==> src/rtl/rtc_core_pkg.sv <==
`timescale 1ns/1ps
package rtc_core_pkg;

   localparam int NUM_FIELDS   = 6;
   localparam int SLOT_TIME0   = 0;
   localparam int SLOT_ALARM0  = 6;
   localparam int SLOT_CTRL    = 12;
   localparam int SLOT_STATUS  = 13;
   localparam int SLOT_IRQEN   = 14;

   localparam int CTRL_RUN_BIT = 0;
   localparam int ST_BUSY_BIT  = 0;
   localparam int ST_RUN_BIT   = 1;
   localparam int ST_SEC_BIT   = 2;
   localparam int ST_ALARM_BIT = 6;
   localparam int IE_TIMER_BIT = 2;
   localparam int IE_ALARM_BIT = 3;

   // field index: 0 seconds, 1 minutes, 2 hours, 3 day, 4 month, 5 year
   typedef logic [7:0] bcd8_t;
   typedef logic [NUM_FIELDS-1:0][7:0] cal_t;

   function automatic bcd8_t bcd_inc(input bcd8_t v);
      if (v[3:0] >= 4'd9) return {v[7:4] + 4'd1, 4'd0};
      return {v[7:4], v[3:0] + 4'd1};
   endfunction

   // divisibility by four read directly from the two BCD digits
   function automatic logic bcd_leap(input bcd8_t y);
      if (y[4]) return (y[3:0] == 4'd2) || (y[3:0] == 4'd6);
      return (y[3:0] == 4'd0) || (y[3:0] == 4'd4) || (y[3:0] == 4'd8);
   endfunction

   function automatic bcd8_t bcd_month_end(input bcd8_t m, input bcd8_t y);
      case (m)
         8'h02:                      return bcd_leap(y) ? 8'h29 : 8'h28;
         8'h04, 8'h06, 8'h09, 8'h11: return 8'h30;
         default:                    return 8'h31;
      endcase
   endfunction

   function automatic bcd8_t field_limit(input int idx, input cal_t cur);
      case (idx)
         0, 1:    return 8'h59;
         2:       return 8'h23;
         3:       return bcd_month_end(cur[4], cur[5]);
         4:       return 8'h12;
         default: return 8'h99;
      endcase
   endfunction

   function automatic bcd8_t field_base(input int idx);
      return ((idx == 3) || (idx == 4)) ? 8'h01 : 8'h00;
   endfunction

endpackage

==> src/rtl/rtc_tick_div.sv <==
`timescale 1ns/1ps
module rtc_tick_div #(
   parameter int TICKS_PER_SEC = 32768
) (
   input  logic clk,
   input  logic rst_n,
   input  logic tick_en,
   input  logic run,
   output logic step,
   output logic busy
);
   localparam int CW = (TICKS_PER_SEC > 1) ? $clog2(TICKS_PER_SEC) : 1;
   localparam logic [CW-1:0] LAST = CW'(TICKS_PER_SEC - 1);

   logic [CW-1:0] pre_q;
   logic          at_last;

   assign at_last = (pre_q == LAST);
   assign busy    = run && at_last;
   assign step    = busy && tick_en;

   always_ff @(posedge clk or negedge rst_n) begin
      if (!rst_n)       pre_q <= '0;
      else if (!run)    pre_q <= '0;
      else if (tick_en) pre_q <= at_last ? '0 : pre_q + 1'b1;
   end
endmodule

==> src/rtl/rtc_calendar.sv <==
`timescale 1ns/1ps
module rtc_calendar
   import rtc_core_pkg::*;
(
   input  logic                  clk,
   input  logic                  rst_n,
   input  logic                  step,
   input  logic [NUM_FIELDS-1:0] wr_en,
   input  bcd8_t                 wdata,
   output cal_t                  time_q,
   output cal_t                  time_nxt
);
   logic [NUM_FIELDS-1:0] carry;

   assign carry[0] = 1'b1;

   genvar gi;
   generate
      for (gi = 0; gi < NUM_FIELDS; gi++) begin : g_fld
         bcd8_t fld_q;
         bcd8_t lim;
         logic  wrap;

         assign lim  = field_limit(gi, time_q);
         assign wrap = (fld_q >= lim);
         assign time_q[gi]   = fld_q;
         assign time_nxt[gi] = carry[gi] ? (wrap ? field_base(gi) : bcd_inc(fld_q))
                                         : fld_q;
         if (gi < NUM_FIELDS - 1) begin : g_carry
            assign carry[gi+1] = carry[gi] && wrap;
         end

         always_ff @(posedge clk or negedge rst_n) begin
            if (!rst_n)         fld_q <= field_base(gi);
            else if (step)      fld_q <= time_nxt[gi];
            else if (wr_en[gi]) fld_q <= wdata;
         end
      end
   endgenerate
endmodule

==> src/rtl/rtc_alarm_bank.sv <==
`timescale 1ns/1ps
module rtc_alarm_bank
   import rtc_core_pkg::*;
(
   input  logic                  clk,
   input  logic                  rst_n,
   input  logic [NUM_FIELDS-1:0] wr_en,
   input  bcd8_t                 wdata,
   input  cal_t                  time_nxt,
   output cal_t                  alarm_q,
   output logic                  match
);
   logic [NUM_FIELDS-1:0] eq;

   genvar gi;
   generate
      for (gi = 0; gi < NUM_FIELDS; gi++) begin : g_alm
         bcd8_t alm_q;
         assign alarm_q[gi] = alm_q;
         assign eq[gi]      = (time_nxt[gi] == alm_q);
         always_ff @(posedge clk or negedge rst_n) begin
            if (!rst_n)         alm_q <= '0;
            else if (wr_en[gi]) alm_q <= wdata;
         end
      end
   endgenerate

   assign match = &eq;
endmodule

==> src/rtl/rtc_event_ctl.sv <==
`timescale 1ns/1ps
module rtc_event_ctl (
   input  logic clk,
   input  logic rst_n,
   input  logic step,
   input  logic match,
   input  logic clr_alarm,
   input  logic clr_sec,
   input  logic ie_wr,
   input  logic ie_timer_d,
   input  logic ie_alarm_d,
   output logic st_alarm,
   output logic st_sec,
   output logic ie_timer,
   output logic ie_alarm,
   output logic irq
);
   always_ff @(posedge clk or negedge rst_n) begin
      if (!rst_n) begin
         st_alarm <= 1'b0;
         st_sec   <= 1'b0;
         ie_timer <= 1'b0;
         ie_alarm <= 1'b0;
      end else begin
         st_alarm <= (step && match) || (st_alarm && !clr_alarm);
         st_sec   <= step || (st_sec && !clr_sec);
         if (ie_wr) begin
            ie_timer <= ie_timer_d;
            ie_alarm <= ie_alarm_d;
         end
      end
   end

   assign irq = (st_alarm && ie_alarm) || (st_sec && ie_timer);
endmodule

==> src/rtl/rtc_bcd_core.sv <==
`timescale 1ns/1ps
module rtc_bcd_core
   import rtc_core_pkg::*;
#(
   parameter int TICKS_PER_SEC = 32768,
   parameter int ADDR_W        = 8,
   parameter int DATA_W        = 8
) (
   input  logic              clk,
   input  logic              rst_n,
   input  logic              tick_en,
   input  logic              bus_wr,
   input  logic [ADDR_W-1:0] bus_addr,
   input  logic [DATA_W-1:0] bus_wdata,
   output logic [DATA_W-1:0] bus_rdata,
   output logic              irq_o
);
   localparam int SLOT_W = ADDR_W - 2;

   generate
      if (TICKS_PER_SEC < 2) begin : g_bad_ticks
         $error("rtc_bcd_core: TICKS_PER_SEC must be at least 2");
      end
      if (DATA_W != 8) begin : g_bad_data
         $error("rtc_bcd_core: DATA_W must be 8 for BCD byte registers");
      end
      if (ADDR_W < 6) begin : g_bad_addr
         $error("rtc_bcd_core: ADDR_W too small for the register slots");
      end
   endgenerate

   logic [SLOT_W-1:0]     slot;
   logic                  aligned;
   logic                  step, busy, run_q;
   cal_t                  time_q, time_nxt, alarm_q;
   logic                  match;
   logic [NUM_FIELDS-1:0] time_wr, alarm_wr;
   logic                  ctrl_wr, st_wr, ie_wr;
   logic                  st_alarm, st_sec, ie_timer, ie_alarm;
   bcd8_t                 wbyte;

   assign slot    = bus_addr[ADDR_W-1:2];
   assign aligned = (bus_addr[1:0] == 2'b00);
   assign wbyte   = bus_wdata[7:0];

   genvar gi;
   generate
      for (gi = 0; gi < NUM_FIELDS; gi++) begin : g_dec
         assign time_wr[gi]  = bus_wr && aligned && !busy &&
                               (slot == SLOT_W'(SLOT_TIME0 + gi));
         assign alarm_wr[gi] = bus_wr && aligned &&
                               (slot == SLOT_W'(SLOT_ALARM0 + gi));
      end
   endgenerate

   assign ctrl_wr = bus_wr && aligned && (slot == SLOT_W'(SLOT_CTRL));
   assign st_wr   = bus_wr && aligned && (slot == SLOT_W'(SLOT_STATUS));
   assign ie_wr   = bus_wr && aligned && (slot == SLOT_W'(SLOT_IRQEN));

   always_ff @(posedge clk or negedge rst_n) begin
      if (!rst_n)       run_q <= 1'b0;
      else if (ctrl_wr) run_q <= wbyte[CTRL_RUN_BIT];
   end

   rtc_tick_div #(.TICKS_PER_SEC(TICKS_PER_SEC)) i_div (
      .clk(clk), .rst_n(rst_n), .tick_en(tick_en), .run(run_q),
      .step(step), .busy(busy)
   );

   rtc_calendar i_cal (
      .clk(clk), .rst_n(rst_n), .step(step), .wr_en(time_wr),
      .wdata(wbyte), .time_q(time_q), .time_nxt(time_nxt)
   );

   rtc_alarm_bank i_alm (
      .clk(clk), .rst_n(rst_n), .wr_en(alarm_wr), .wdata(wbyte),
      .time_nxt(time_nxt), .alarm_q(alarm_q), .match(match)
   );

   rtc_event_ctl i_evt (
      .clk(clk), .rst_n(rst_n), .step(step), .match(match),
      .clr_alarm(st_wr && wbyte[ST_ALARM_BIT]),
      .clr_sec(st_wr && wbyte[ST_SEC_BIT]),
      .ie_wr(ie_wr), .ie_timer_d(wbyte[IE_TIMER_BIT]),
      .ie_alarm_d(wbyte[IE_ALARM_BIT]),
      .st_alarm(st_alarm), .st_sec(st_sec),
      .ie_timer(ie_timer), .ie_alarm(ie_alarm), .irq(irq_o)
   );

   always_comb begin
      bus_rdata = '0;
      if (aligned) begin
         for (int i = 0; i < NUM_FIELDS; i++) begin
            if (slot == SLOT_W'(SLOT_TIME0 + i))  bus_rdata = time_q[i];
            if (slot == SLOT_W'(SLOT_ALARM0 + i)) bus_rdata = alarm_q[i];
         end
         if (slot == SLOT_W'(SLOT_CTRL))
            bus_rdata[CTRL_RUN_BIT] = run_q;
         if (slot == SLOT_W'(SLOT_STATUS)) begin
            bus_rdata[ST_BUSY_BIT]  = busy;
            bus_rdata[ST_RUN_BIT]   = run_q;
            bus_rdata[ST_SEC_BIT]   = st_sec;
            bus_rdata[ST_ALARM_BIT] = st_alarm;
         end
         if (slot == SLOT_W'(SLOT_IRQEN)) begin
            bus_rdata[IE_TIMER_BIT] = ie_timer;
            bus_rdata[IE_ALARM_BIT] = ie_alarm;
         end
      end
   end
endmodule

==> config.mk <==
export PLATFORM = sky130hd
export DESIGN_NAME = rtc_bcd_core
export DESIGN_NICKNAME = d
export VERILOG_FILES = /design/src/rtl/rtc_core_pkg.sv /design/src/rtl/rtc_tick_div.sv /design/src/rtl/rtc_calendar.sv /design/src/rtl/rtc_alarm_bank.sv /design/src/rtl/rtc_event_ctl.sv /design/src/rtl/rtc_bcd_core.sv
export SDC_FILE = /design/constraint.sdc
export NUM_CORES = 1
export LEC_CHECK = 0
export BUFFER_PORTS_ARGS = -buffer_cell sky130_fd_sc_hd__clkbuf_2
export CELL_PAD_IN_SITES_DETAIL_PLACEMENT = 0
export CELL_PAD_IN_SITES_GLOBAL_PLACEMENT = 2
export CORE_UTILIZATION = 43
export DETAILED_ROUTE_END_ITERATION = 8
export PLACE_DENSITY = 0.92
export SLEW_MARGIN = 5
export SYNTH_ARGS = -nofsm -noshare
export SYNTH_HDL_FRONTEND = slang
export SYNTH_SLANG_ARGS = --single-unit
==> constraint.sdc <==
create_clock -name clk -period 9.8 [get_ports clk]
set_clock_uncertainty 0.2 [all_clocks]
set_input_delay 1.47 -clock clk [delete_from_list [all_inputs] [get_ports clk]]
set_output_delay 1.47 -clock clk [all_outputs]
set_load 0.02 [all_outputs]
==> impl_metrics.json, run 1 <==
{
  "status": "finished clean",
  "row_count": 51,
  "dr_total_vias": 8286,
  "coreArea_sq_mm": 0.0195,
  "die_height_microns": 143,
  "final_common_cell": "dfrtp_1",
  "cp.required_ns": 8.13,
  "cts_made_buffers": 17,
  "postRouteAntennaNets": 0,
  "dieArea_sq_mm": 0.0205,
  "ios": 29,
  "clockBufferDepth": 2,
  "path_clk_slew_ns": 0.06,
  "arrival_ns": 4.17,
  "synth.net_count": 1047,
  "final_cell_mix": "dfrtp_1 (114), nand2_1 (102), nor2_1 (71)",
  "slowest_stage": "nor3_1",
  "path_max_fanout": 9,
  "wl_per_cell_microns": 25.0,
  "synth_area_sq_mm": 0.00857,
  "antenna_found_initial": 0,
  "cts.root.buffer_cell": "clkbuf_16",
  "port_buffers": 28,
  "dominantRegCellSynth": "dfrtp_1",
  "die_x_microns": 143,
  "routabilityCongestion": 0.983,
  "netlist_instances": 989,
  "clock_latency_ns": 0.43,
  "ctsHoldBuffers": 0,
  "leakage_nw": 4.13,
  "setup_viol": 0,
  "cap_viol_max_count": 0,
  "yosysUniqueCellTypes": 74,
  "drc": 0,
  "grt_pass1_vias": 7859,
  "track_usage": 0.324,
  "synthArstFlopShare": 1.00,
  "cts_setup_buffers": 0,
  "hpwl_microns": 22700,
  "layout-drive-gt1-share": 0.132,
  "max_freq_mhz": 171,
  "min_path_type": "reg -> reg",
  "p_per_area_mw_per_mm2": 147,
  "maxSlewHeadroom": 0.296,
  "grt_setup_unrepaired": "false",
  "ctsResizeCount": 0,
  "startpoint_type": "input port",
  "crit_type": "in -> out",
  "h-tree-depth": 4,
  "slowest_delay_ns": 0.82,
  "path_buf_inv": 2,
  "tritoncts": "built",
  "end_kind": "primary output",
  "drtIter0Drc": 888,
  "antenna_cells": 0,
  "tightest_slew_ns": 1.06,
  "setup_tns_ns": 0,
  "hold_viol": 0,
  "utilization": 0.486,
  "grt_pass1_wl_microns": 48500,
  "area_growth_pct": 10.7,
  "ys_seq_area_frac": 0.339,
  "period_share": 0.596,
  "grt_overflow": 0,
  "ys_ff_latch": 116,
  "first_pass_iters": 6,
  "final_nets": 1052,
  "path_cells": "clkbuf_2 > or4_1 > nor3_1 > a222oi_1 > a31oi_1 > a211oi_1 > a21oi_1 > a21oi_1 > a31oi_1 > clkbuf_2",
  "vdd_drop_max_mv": 0.117,
  "grt_max_degree": 76,
  "clock_sinks": 116,
  "syn_area_per_cell_sq_um": 8.66,
  "start_util": 0.439,
  "maxSlewViolCount": 0,
  "period_needed_ns": 5.84,
  "crit_family": "simple AND/OR/NAND/NOR gates",
  "vias_per_cell": 6.51,
  "synth-edff-count": 0,
  "ys_warn_count": 0,
  "drt-total-wl_microns": 31700
}
-- final timing paths --
path / startpoint / end / slack, ns / cells past startpoint
max reg2reg: i_cal.g_fld[4].fld_q[4] / i_evt.st_alarm / 4.73 / 16
max: bus_addr[7] / bus_rdata[6] / 3.96 / 10
min: i_div.pre_q[14] / i_div.pre_q[14] / 0.30 / 2
min reg2reg: i_div.pre_q[14] / i_div.pre_q[14] / 0.30 / 2
max in group asynchronous: rst_n / i_cal.g_fld[1].fld_q[7] / 7.17 / 2
min in group asynchronous: rst_n / i_cal.g_fld[5].fld_q[2] / 0.97 / 1
-- layout make-up --
| type | instances | area [sq um] |
|---|---|---|
| tap | 265 | 332 |
| sequential | 116 | 2910 |
| clock inverter | 15 | 181 |
| clock buffer | 17 | 425 |
| timing repair buffer | 35 | 195 |
| fill | 1905 | 10000 |
| multi-input combinational | 792 | 5330 |
| inverter | 32 | 120 |
-- per-stage QoR --
step	cell area [sq um]	cells	hold slack [ns]	total power [W]	setup slack (ns)
global placement	8880	1240	0.274	0.000741	4.12
detailed placement	8880	1240	0.286	0.000741	4.06
global route	9490	1272	0.313	0.00144	3.78
finish	9490	1272	0.296	0.00140	3.96
floorplan	8570	989	0.254	0.000661	4.61
CTS	9490	1272	0.302	0.00140	4.06
-- synth_stat cells, types with 10 or more instances --
master,count,share of area
dfrtp_1,114,0.33
nand2_1,102,0.045
nor2_1,71,0.031
a21oi_1,66,0.039
o21ai_0,57,0.033
mux2_2,48,0.063
nand3_1,39,0.023
clkbuf_1,38,0.017
ha_1,38,0.055
inv_1,32,0.014
nor3_1,26,0.015
a211oi_1,23,0.020
and3_1,22,0.016
mux2i_1,22,0.026
xnor2_1,22,0.022
and2_1,19,0.014
a22oi_1,15,0.013
nor2b_1,15,0.011
a31oi_1,12,0.0088
o22ai_1,12,0.0088
xor2_1,12,0.012
nand4_1,11,0.0080
a221oi_1,10,0.010
-- worst min-delay path, cell delays in order, from the launching register on --
cell and delay [ns]:
dfrtp_1 0.34, a21oi_1 0.05, nor2_1 0.07
-- cells by family (layout without fill, tap and decap cells) --
kind of cell	count (synthesis)	in the layout	share of synthesized area
AO/OA/AOI/OAI	285	285	0.228
flip-flops	116	116	0.339
multiplexers	70	70	0.0888
buffers and inverters	81	99	0.0390
adder cells (fa/ha/maj)	38	38	0.0555
XOR/XNOR	34	34	0.0348
AND/OR/NAND/NOR	365	365	0.215
-- flip-flops by register name (all words and copies together), names as in the netlist --
name and count:
i_evt.ie_timer 1, i_cal.g_fld.fld_q 48, i_evt.st_alarm 1, i_evt.st_sec 1, i_alm.g_alm.alm_q 48, i_div.pre_q 15, i_evt.ie_alarm 1, run_q 1
-- metal layers --
layer  GRT usage  routed length, microns  part of all wire
met5           0                       0                 0
met4       0.128                    1010             0.032
met3      0.0795                    2740             0.086
met2       0.480                   14000              0.44
met1       0.450                   14000              0.44
-- report_power, final --
group	internal [W]	total (W)	switching, W
Clock	0.000402	0.000657	0.000255
Combinational	0.0000683	0.000190	0.000122
Sequential	0.000501	0.000551	0.0000494
Total	0.000971	0.00140	0.000426
Power figures use the tool's default switching activity.
==> inputs of run 2 (changes only) <==
Settings changed: CORE_UTILIZATION 43 to 40, PLACE_DENSITY 0.92 to 0.87.
Clock period 9.8 ns to 5.54 ns, I/O delays scaled along.
==> run 2 against run 1 <==
Against the previous run:
- power grew 76%
- sequential share of layout area is 0.28 points lower
- clock-buffer cell count unchanged
- sequential cell count is the same
- routed wire length is 4.2% higher
- clock power is 75% higher
- design area up 0.94%
- cell count increased by 1.7%
- register-to-register slack got worse by 4.2 ns
- sequential power increased by 76%
- combinational power rose by 81%
- via count up 0.83%
- critical endpoint is now i_evt.st_alarm
==> impl_metrics.json, run 2 (synthesized netlist as in run 1, its figures left out) <==
{
  "dieArea_sq_mm": 0.0220,
  "setup_tns_ns": 0,
  "internal_power_w": 0.00168,
  "max_freq_mhz": 200,
  "maxSlewViolCount": 0,
  "area_growth_pct": 11.8,
  "drt-total-wl_microns": 33100,
  "cts_made_buffers": 17,
  "port_buffers": 28,
  "postRouteAntennaNets": 0,
  "vias_per_cell": 6.46,
  "cap_viol_max_count": 0,
  "antenna_found_initial": 2,
  "hold_ws_ns": 0.179,
  "clock_sinks": 116,
  "pwr-share-clk": 0.466,
  "grt_overflow": 0,
  "h-tree-depth": 4,
  "cts.root.buffer_cell": "clkbuf_16",
  "top_regs": "i_alm.g_alm.alm_q x48, i_cal.g_fld.fld_q x48, i_div.pre_q x15",
  "first_pass_iters": 8,
  "row_count": 53,
  "arrival_ns": 5.14,
  "die_height_microns": 148,
  "rr_worst_depth": 17,
  "period_share": 0.902,
  "cts_setup_buffers": 0,
  "maxSlewHeadroom": 0.444,
  "crit_type": "reg -> reg",
  "utilization": 0.456,
  "startpoint_type": "register",
  "p_sw_frac": 0.316,
  "path_clk_slew_ns": 0.06,
  "grt_pass1_vias": 7870,
  "vdd_drop_max_mv": 0.212,
  "hpwl_microns": 24000,
  "end_kind": "register",
  "final_cell_mix": "dfrtp_1 (114), nand2_1 (102), nor2_1 (71)",
  "layout-drive-gt1-share": 0.141,
  "dr_total_vias": 8355,
  "wl_per_cell_microns": 25.6,
  "die_x_microns": 148,
  "p_per_area_mw_per_mm2": 257,
  "clock_latency_ns": 0.44,
  "p_comb_frac": 0.140,
  "coreArea_sq_mm": 0.0210,
  "setup_viol": 0,
  "clockBufferDepth": 2,
  "hold_viol": 0,
  "status": "finished clean",
  "grt_setup_unrepaired": "false",
  "timing.rr.end": "i_evt.st_alarm",
  "leakage_nw": 4.18,
  "ctsResizeCount": 0,
  "routabilityCongestion": 1.01,
  "track_usage": 0.312,
  "period_needed_ns": 5.00,
  "grt_max_degree": 48,
  "cp.required_ns": 5.68,
  "ctsHoldBuffers": 0,
  "path_max_fanout": 12,
  "drtIter0Drc": 874,
  "drc": 0,
  "r2r_setup_slack_ns": 0.54,
  "tritoncts": "built",
  "p_sw_w": 0.000779,
  "start_util": 0.408,
  "tightest_slew_ns": 0.832,
  "final.fill_count": 2060,
  "power.sequential.fraction": 0.394,
  "grt_pass1_wl_microns": 50600,
  "min_path_type": "in -> async",
  "ios": 29,
  "reg2reg_from": "i_cal.g_fld[4].fld_q[0]",
  "final_common_cell": "dfrtp_1",
  "final_nets": 1063
}
## run 2: cell count changes in the layout (fill, tap and decap cells not counted), sizes merged
cell and change:
bufinv -1, clkinv -2, diode +1, inv +3, buf +11
## run 2: worst max path at each step
stage / slack (ns) / endpoint / startpoint
detailed placement: 0.60 / i_evt.st_alarm / i_cal.g_fld[4].fld_q[0]
floorplan: 1.33 / i_evt.st_alarm / i_cal.g_fld[4].fld_q[0]
CTS: 0.61 / i_evt.st_alarm / i_cal.g_fld[4].fld_q[0]
finish: 0.54 / i_evt.st_alarm / i_cal.g_fld[4].fld_q[0]
global route: 0.22 / i_evt.st_alarm / i_cal.g_fld[4].fld_q[0]
global placement: 0.80 / i_evt.st_alarm / i_cal.g_fld[4].fld_q[0]
## run 2: power by group through the flow
stage / sequential [W] / combinational (W) / clock, W
finish: 0.000970 / 0.000344 / 0.00115
global route: 0.000976 / 0.000375 / 0.00119
CTS: 0.000967 / 0.000336 / 0.00116
detailed placement: 0.000982 / 0.000334 / 0
global placement: 0.000982 / 0.000335 / 0
floorplan: 0.000940 / 0.000230 / 0
## run 2: critical path, stage by stage (launching register included)
cell and delay (ns):
dfstp_2 0.61, inv_1 0.11, ha_1 0.24, o211ai_1 0.17, a21oi_1 0.09, o21ai_0 0.23
mux2_2 0.19, ha_1 0.21, or4b_1 0.52, and2_1 0.20, o21ai_0 0.34, nor2_1 0.12
buf_4 0.20, a2111oi_0 0.41, nand3_1 0.12, a2111oi_0 0.56, nand3_1 0.14, o31ai_1 0.24
## run 2: routing by layer
| metal | wire length, microns | part of all wire | global-route usage |
|---|---|---|---|
| met5 | 0 | 0 | 0 |
| met4 | 1080 | 0.033 | 0.136 |
| met3 | 2980 | 0.090 | 0.0684 |
| met2 | 14700 | 0.44 | 0.461 |
| met1 | 14400 | 0.43 | 0.436 |
## run 2: area by class of cell
cell class	instances	area, sq um	share of cell area
multi-input cells	792	5330	0.556
well taps	275	344	0.0359
clock buffers	17	425	0.0444
inverters	32	120	0.0125
repair buffers	46	278	0.0290
flip-flops and latches	116	2910	0.303
clock inverters	15	173	0.0180
diodes	1	2.50	0.000261
## run 2: stage by stage
step / total power (W) / worst slack (ns) / instances / cell area, sq um
after floorplan: 0.00117 / 1.33 / 989 / 8570
after global placement: 0.00132 / 0.799 / 1261 / 8980
after detailed placement: 0.00132 / 0.605 / 1261 / 8980
after CTS: 0.00246 / 0.612 / 1293 / 9570
after global routing: 0.00254 / 0.222 / 1293 / 9570
final: 0.00246 / 0.545 / 1294 / 9580
==> inputs of run 3 (changes only) <==
Settings changed: RECOVER_POWER set to 50.
==> run 3 against run 2 <==
Against the previous run:
- the run now ends with capacitance limit, slew limit left
- die area unchanged
- clock-buffer cell count unchanged
- global-route usage unchanged
==> impl_metrics.json, run 3 (synthesized netlist as in run 1, its figures left out) <==
{
  "utilization": 0.455,
  "p_sw_w": 0.000776,
  "antenna_found_initial": 2,
  "maxSlewHeadroom": -0.563,
  "grt_pass1_vias": 7870,
  "p_sw_frac": 0.316,
  "hpwl_microns": 24000,
  "pre_cts_ws_ns": 0.605,
  "max_freq_mhz": 201,
  "tightest_slew_ns": 2.34,
  "final_common_cell": "dfrtp_1",
  "status": "complete, but fails checks",
  "final_nets": 1063,
  "dr_total_vias": 8377,
  "rr_worst_depth": 17,
  "vias_per_cell": 6.47,
  "placedCellCount": 1261,
  "area_growth_pct": 11.6,
  "pwr-share-clk": 0.466,
  "first_pass_iters": 5,
  "die_height_microns": 148,
  "coreArea_sq_mm": 0.0210,
  "grt_max_degree": 48,
  "internal_power_w": 0.00168,
  "p_comb_frac": 0.139,
  "grt_overflow": 0,
  "track_usage": 0.312,
  "fin_cells": 1294,
  "grt_setup_unrepaired": "false",
  "h-tree-depth": 4,
  "min_path_type": "reg -> reg",
  "vdd_drop_max_mv": 0.212,
  "period_needed_ns": 4.97,
  "start_util": 0.408,
  "routabilityCongestion": 1.01,
  "cap_viol_max_count": 2,
  "hp-start": "i_div.pre_q[14]",
  "port_buffers": 28,
  "tritoncts": "built",
  "wl_per_cell_microns": 25.6,
  "setup_slack_ns": 0.575,
  "arrival_ns": 5.11,
  "cts_setup_buffers": 0,
  "leakage_nw": 4.17,
  "path_clk_slew_ns": 0.06,
  "clock_latency_ns": 0.44,
  "cp-startpoint": "i_cal.g_fld[4].fld_q[0]",
  "slowest_stage": "dfstp_2",
  "clockBufferDepth": 2,
  "reg2reg_from": "i_cal.g_fld[4].fld_q[0]",
  "drc": 0,
  "slowest_delay_ns": 0.61,
  "top_regs": "i_alm.g_alm.alm_q x48, i_cal.g_fld.fld_q x48, i_div.pre_q x15",
  "ctsResizeCount": 0,
  "setup_viol": 0,
  "crit_type": "reg -> reg",
  "path_max_fanout": 12,
  "clock_sinks": 116,
  "row_count": 53,
  "timing.rr.end": "i_evt.st_alarm",
  "dieArea_sq_mm": 0.0220,
  "grt_pass1_wl_microns": 50600,
  "r2r_setup_slack_ns": 0.57,
  "cp.required_ns": 5.68,
  "layout-drive-gt1-share": 0.139,
  "power.sequential.fraction": 0.395,
  "crit_family": "compound AO/OA/AOI/OAI gates",
  "path_buf_inv": 2,
  "holdPathEnd": "i_div.pre_q[14]",
  "violations": "capacitance limit, slew limit",
  "hold_ws_ns": 0.290,
  "path_cells": "inv_1 > ha_1 > o211ai_1 > a21oi_1 > o21ai_0 > mux2_2 > ha_1 > or4b_1 > and2_1 > o21ai_0 > nor2_1 > buf_4 > a2111oi_0 > nand3_1 > a2111oi_0 > nand3_1 > o31ai_1",
  "hold_depth": 2,
  "setup_tns_ns": 0,
  "period_share": 0.896,
  "final_cell_mix": "dfrtp_1 (114), nand2_1 (102), nor2_1 (71)",
  "drt-total-wl_microns": 33100,
  "cts_made_buffers": 17,
  "maxSlewViolCount": 73,
  "end_kind": "register",
  "ctsHoldBuffers": 0,
  "cts.root.buffer_cell": "clkbuf_16",
  "die_x_microns": 148,
  "ios": 29,
  "drtIter0Drc": 746,
  "hold_viol": 0,
  "postRouteAntennaNets": 0,
  "startpoint_type": "register",
  "p_per_area_mw_per_mm2": 257
}
==> run 3: changes by cell type in the layout (fill, tap and decap cells not counted), sizes merged <==
cell / previous run / this run
buf: 19 / 16
clkbuf: 44 / 47
==> run 3: stage by stage <==
stage | area (sq um) | total power, W
after global placement | 8980 | 0.00132
after global routing | 9560 | 0.00254
final | 9570 | 0.00246
after detailed placement | 8980 | 0.00132
after floorplan | 8570 | 0.00117
after CTS | 9570 | 0.00246
==> run 3: worst max path at each step <==
stage / to / slack [ns] / depth (start not counted)
finish: i_evt.st_alarm / 0.57 / 17
detailed placement: i_evt.st_alarm / 0.60 / 17
global placement: i_evt.st_alarm / 0.80 / 17
global route: i_evt.st_alarm / 0.22 / 17
floorplan: i_evt.st_alarm / 1.33 / 16
CTS: i_evt.st_alarm / 0.61 / 17
==> run 3: cell type report <==
| cell class | instances | area, sq um |
|---|---|---|
| clock buffers | 17 | 425 |
| clock inverters | 15 | 173 |
| flip-flops and latches | 116 | 2910 |
| diodes | 1 | 2.50 |
| well taps | 275 | 344 |
| fillers | 2063 | 11500 |
| inverters | 32 | 120 |
| repair buffers | 46 | 267 |
| multi-input cells | 792 | 5330 |
==> run 3: worst register-to-register path, stage by stage, from the launching register on <==
cell       delay (ns)
dfstp_2          0.61
inv_1            0.11
ha_1             0.24
o211ai_1         0.17
a21oi_1          0.09
o21ai_0          0.23
mux2_2           0.19
ha_1             0.21
or4b_1           0.52
and2_1           0.20
o21ai_0          0.34
nor2_1           0.12
buf_4            0.20
a2111oi_0        0.43
nand3_1          0.13
a2111oi_0        0.54
nand3_1          0.13
o31ai_1          0.24
==> run 3: power groups by stage <==
| stage | Sequential (W) | Combinational, W | Clock [W] |
|---|---|---|---|
| 3_5_place_dp | 0.000982 | 0.000334 | 0 |
| 6_report | 0.000970 | 0.000342 | 0.00115 |
| 3_3_place_gp | 0.000982 | 0.000335 | 0 |
| 5_1_grt | 0.000976 | 0.000374 | 0.00119 |
| 4_1_cts | 0.000967 | 0.000336 | 0.00116 |
| 2_1_floorplan | 0.000940 | 0.000230 | 0 |
==> run 3: layer usage <==
metal | routed length, microns | vias up | global-route usage | part of all wire
li1 | - | 3754 | - | -
met1 | 14400 | 4108 | 0.436 | 0.43
met2 | 14600 | 434 | 0.461 | 0.44
met3 | 2970 | 81 | 0.0684 | 0.090
met4 | 1160 | 0 | 0.136 | 0.035
met5 | 0 | - | 0 | 0
